[src/rtl/arith_unit_pkg.sv]
package arith_unit_pkg;

  typedef enum logic [1:0] {
    OP_MUL = 2'b00,
    OP_ADD = 2'b01,
    OP_SUB = 2'b10,
    OP_INC = 2'b11
  } arith_op_e;

endpackage

[src/rtl/arith_opnd_prep.sv]
// Conditions operand B and the carry-in so that a single adder
// serves add, subtract and increment.
module arith_opnd_prep
  import arith_unit_pkg::*;
#(
  parameter int unsigned DATA_W = 16
) (
  input  arith_op_e         op_i,
  input  logic [DATA_W-1:0] b_i,
  output logic [DATA_W-1:0] b_adj_o,
  output logic              cin_o
);

  always_comb begin
    unique case (op_i)
      OP_ADD: begin
        b_adj_o = b_i;
        cin_o   = 1'b0;
      end
      OP_SUB: begin
        b_adj_o = ~b_i;
        cin_o   = 1'b1;
      end
      OP_INC: begin
        b_adj_o = '0;
        cin_o   = 1'b1;
      end
      default: begin
        b_adj_o = '0;
        cin_o   = 1'b0;
      end
    endcase
  end

endmodule

[src/rtl/arith_ripple_add.sv]
module arith_ripple_add #(
  parameter int unsigned DATA_W = 16
) (
  input  logic [DATA_W-1:0] a_i,
  input  logic [DATA_W-1:0] b_i,
  input  logic              cin_i,
  output logic [DATA_W-1:0] sum_o,
  output logic              cout_o
);

  logic [DATA_W:0] carry;

  assign carry[0] = cin_i;

  for (genvar i = 0; i < DATA_W; i++) begin : g_bit
    assign sum_o[i]     = a_i[i] ^ b_i[i] ^ carry[i];
    assign carry[i + 1] = (a_i[i] & b_i[i]) | (carry[i] & (a_i[i] ^ b_i[i]));
  end

  assign cout_o = carry[DATA_W];

endmodule

[src/rtl/arith_mul_array.sv]
// Unsigned shift-and-add array multiplier.
module arith_mul_array #(
  parameter int unsigned MUL_W = 8,
  localparam int unsigned PROD_W = 2 * MUL_W
) (
  input  logic [MUL_W-1:0]  a_i,
  input  logic [MUL_W-1:0]  b_i,
  output logic [PROD_W-1:0] prod_o
);

  logic [PROD_W-1:0] acc [MUL_W+1];

  assign acc[0] = '0;

  for (genvar r = 0; r < MUL_W; r++) begin : g_row
    logic [PROD_W-1:0] pp;
    assign pp         = PROD_W'({MUL_W{b_i[r]}} & a_i) << r;
    assign acc[r + 1] = acc[r] + pp;
  end

  assign prod_o = acc[MUL_W];

endmodule

[src/rtl/arith_unit.sv]
module arith_unit
  import arith_unit_pkg::*;
#(
  parameter int unsigned DATA_W = 16,
  parameter int unsigned MUL_W  = 8
) (
  input  logic [DATA_W-1:0] a_i,
  input  logic [DATA_W-1:0] b_i,
  input  logic [1:0]        op_i,
  output logic [DATA_W-1:0] result_o,
  output logic              carry_o
);

  localparam int unsigned PROD_W = 2 * MUL_W;

  arith_op_e         op;
  logic [DATA_W-1:0] b_adj;
  logic              cin;
  logic [DATA_W-1:0] sum;
  logic              cout;
  logic [PROD_W-1:0] prod;

  assign op = arith_op_e'(op_i);

  arith_opnd_prep #(.DATA_W(DATA_W)) i_prep (
    .op_i   (op),
    .b_i    (b_i),
    .b_adj_o(b_adj),
    .cin_o  (cin)
  );

  arith_ripple_add #(.DATA_W(DATA_W)) i_add (
    .a_i   (a_i),
    .b_i   (b_adj),
    .cin_i (cin),
    .sum_o (sum),
    .cout_o(cout)
  );

  arith_mul_array #(.MUL_W(MUL_W)) i_mul (
    .a_i   (a_i[MUL_W-1:0]),
    .b_i   (b_i[MUL_W-1:0]),
    .prod_o(prod)
  );

  always_comb begin
    if (op == OP_MUL) begin
      result_o = DATA_W'(prod);
      carry_o  = 1'b0;
    end else begin
      result_o = sum;
      carry_o  = cout;
    end
  end

endmodule

[config.mk]
export PLATFORM = sky130hd
export DESIGN_NAME = arith_unit
export DESIGN_NICKNAME = d
export VERILOG_FILES = /design/src/rtl/arith_unit_pkg.sv /design/src/rtl/arith_opnd_prep.sv /design/src/rtl/arith_ripple_add.sv /design/src/rtl/arith_mul_array.sv /design/src/rtl/arith_unit.sv
export SDC_FILE = /design/constraint.sdc
export NUM_CORES = 1
export LEC_CHECK = 0
export BUFFER_PORTS_ARGS = -buffer_cell sky130_fd_sc_hd__buf_4
export CELL_PAD_IN_SITES_DETAIL_PLACEMENT = 1
export CELL_PAD_IN_SITES_GLOBAL_PLACEMENT = 1
export CORE_ASPECT_RATIO = 1.25
export CORE_MARGIN = 2
export CORE_UTILIZATION = 30
export DETAILED_ROUTE_END_ITERATION = 10
export GPL_TIMING_DRIVEN = 0
export PLACE_DENSITY = 0.67
export SLEW_MARGIN = 10
export SYNTH_ARGS = -nofsm -noshare
export SYNTH_HDL_FRONTEND = slang
export SYNTH_SLANG_ARGS = --single-unit
export TNS_END_PERCENT = 30
[constraint.sdc]
create_clock -name vclk -period 34
set_input_delay 8.5 -clock vclk [all_inputs]
set_output_delay 8.5 -clock vclk [all_outputs]
set_load 0.02 [all_outputs]
==> flow_summary.toml <==
[power_and_ir_drop]
pwr-share-clk = 0
power_leakage_nw = 1.59
combPwrFrac = 1.000
power.internal_uw = 48.9
p_switching_uw = 69.5
powerDensity_nw_per_um2 = 38.4
peakVddDrop_mv = 0.0202
power_frac_seq = 0
swShare = 0.587

[sta]
tightest_slew_ns = 0.547
tns_ns = 0
max_freq_mhz = 41.1
rsz0062_at_grt = "false"
setup_viol = 0
final-hold-violation-count = 0
min_period_over_period = 0.716
slew_viol_final = 0
slew_headroom = 0.635
timing.hold.ws_ns = 17.50
final.min_clock_period_ns = 24.36

[cts]
post_cts_buffers = 0
hold_buffers = 0
cts_resized = 0

[worst_setup_path]
critical_path_buf_inv_count = 8
path_class = "input pin to output pin"
slowest_delay_ns = 0.42
path_common_cell = "fa_1"
cp-start-kind = "input pin"
worstPathMaxFanout = 10
end_kind = "output pin"
cp_data_required_time_ns = 25.50
critical-path-top-delay-family = "adder cells"
critPathArrivalTime_ns = 15.86
cpMaxStageDelayCell = "fa_1"

[placed_design]
dpl.cell_count = 486
dpl.hpwl_um = 6160
io_buffers = 41
gp_congestion = 0.812

[logic_synthesis]
synth.avg_cell_area_um2 = 8.07
synth-seq-area-share = 0
synth_area_leaders = "fa_1 41%, ha_1 15%, nand2_1 11%"
synth_most_common_cell = "nand2_1"
synthCells = 325
netlist_area_um2 = 2620
synth_top_area_share = 0.412
ys_warn_count = 0
synth_cell_type_count = 34
synth_fp_nets = 444
synth_area_leader_cell = "fa_1"
synth_commonest_cells = "77 x nand2_1, 54 x fa_1, 40 x inv_1"

[routing]
wl_per_cell_um = 14.6
wl_met1_um = 2890
top_layer = "met4"
drt-total-wl_um = 7080
drt_iter0_markers = 46
vias = 2355
drt_pass1_iterations = 4
routed_via_density = 4.85
wl_met3_um = 149
met2WireLength_um = 3980
drc_errors = 0
ant_nets = 0

[floorplan]
io_pins = 51
coreArea_um2 = 8610
dieArea_um2 = 9510
fp.dieW_um = 87.6
start_util = 0.305
die_h_um = 109
num_rows = 38

[grt]
antenna_found_initial = 0
grt_pass1_vias = 2624
overflow = 0
grt_pass1_wl_um = 12400
grt_usage = 0.161
grt_max_degree = 11

[cells_and_area]
fin_cells = 486
seqCellArea_um2 = 0
nets = 487
antenna_cells = 0
drive_gt1_frac = 0.123
multi_input_area_um2 = 2400
seq_cell_count = 0
n_fill_cell = 1050
syn_to_final_growth_pct = 17.5
clkbuf_count = 0

[run]
cap_violations = 0

[min_path]
min_path_cells = 5
min_path_type = "input pin to output pin"
worstHoldEndpoint = "result_o[2]"
hp-start = "a_i[2]"

[outcome]
status = "finished, final reports clean"
-- per-layer routing --
metal,vias up,GRT usage
met5,-,0
met4,0,0.0132
met3,6,0.00305
met2,31,0.319
met1,1198,0.198
li1,1120,-
-- worst max path at each step --
| stage | start | to | slack [ns] | cells after the start |
|---|---|---|---|---|
| floorplan | op_i[0] | result_o[15] | 10.08 | 26 |
| global placement | op_i[0] | result_o[15] | 9.67 | 28 |
| detailed placement | op_i[0] | result_o[15] | 9.58 | 28 |
| CTS | op_i[0] | result_o[15] | 9.56 | 28 |
| global route | op_i[0] | result_o[15] | 9.21 | 28 |
| finish | op_i[0] | result_o[15] | 9.64 | 28 |
-- area by class of cell --
type | count | share of cell area
buffer | 18 | 0.0227
inverter | 40 | 0.0487
multi-input combinational | 267 | 0.780
tap | 120 | 0.0487
timing repair buffer | 41 | 0.0999
-- logic make-up (layout without fill, tap and decap cells) --
group	Yosys count	in the layout	share of synthesized area
fa+ha+maj	85	85	0.560
compound gates	50	50	0.122
xor+xnor	5	5	0.0167
simple gates	127	127	0.217
buf+inv	58	99	0.0839
-- per-stage QoR --
stage | setup WS [ns] | util | instance area (µm²) | power (mW)
floorplan | 10.08 | - | 2620 | 0.0839
finish | 9.64 | 0.358 | 3080 | 0.118
global placement | 9.67 | 0.358 | 3080 | 0.118
global route | 9.21 | 0.358 | 3080 | 0.135
CTS | 9.56 | 0.358 | 3080 | 0.121
detailed placement | 9.58 | 0.358 | 3080 | 0.120
-- power by group through the flow --
stage,clock (mW),sequential (mW),combinational (mW)
final,0,0,0.118
after global routing,0,0,0.135
after CTS,0,0,0.121
after detailed placement,0,0,0.120
after global placement,0,0,0.118
after floorplan,0,0,0.0839
-- cells in the final DEF, fill, tap and decap left out, drive strengths merged, types with 4 or more instances in the layout --
master and count:
a21o 4, nor2 11, and2 23, ha 31, buf 44, nand2 77
fa 54, clkbuf 15, o21ai 18, inv 40, a21oi 15
No activity file was read; power rests on OpenSTA's default activity.
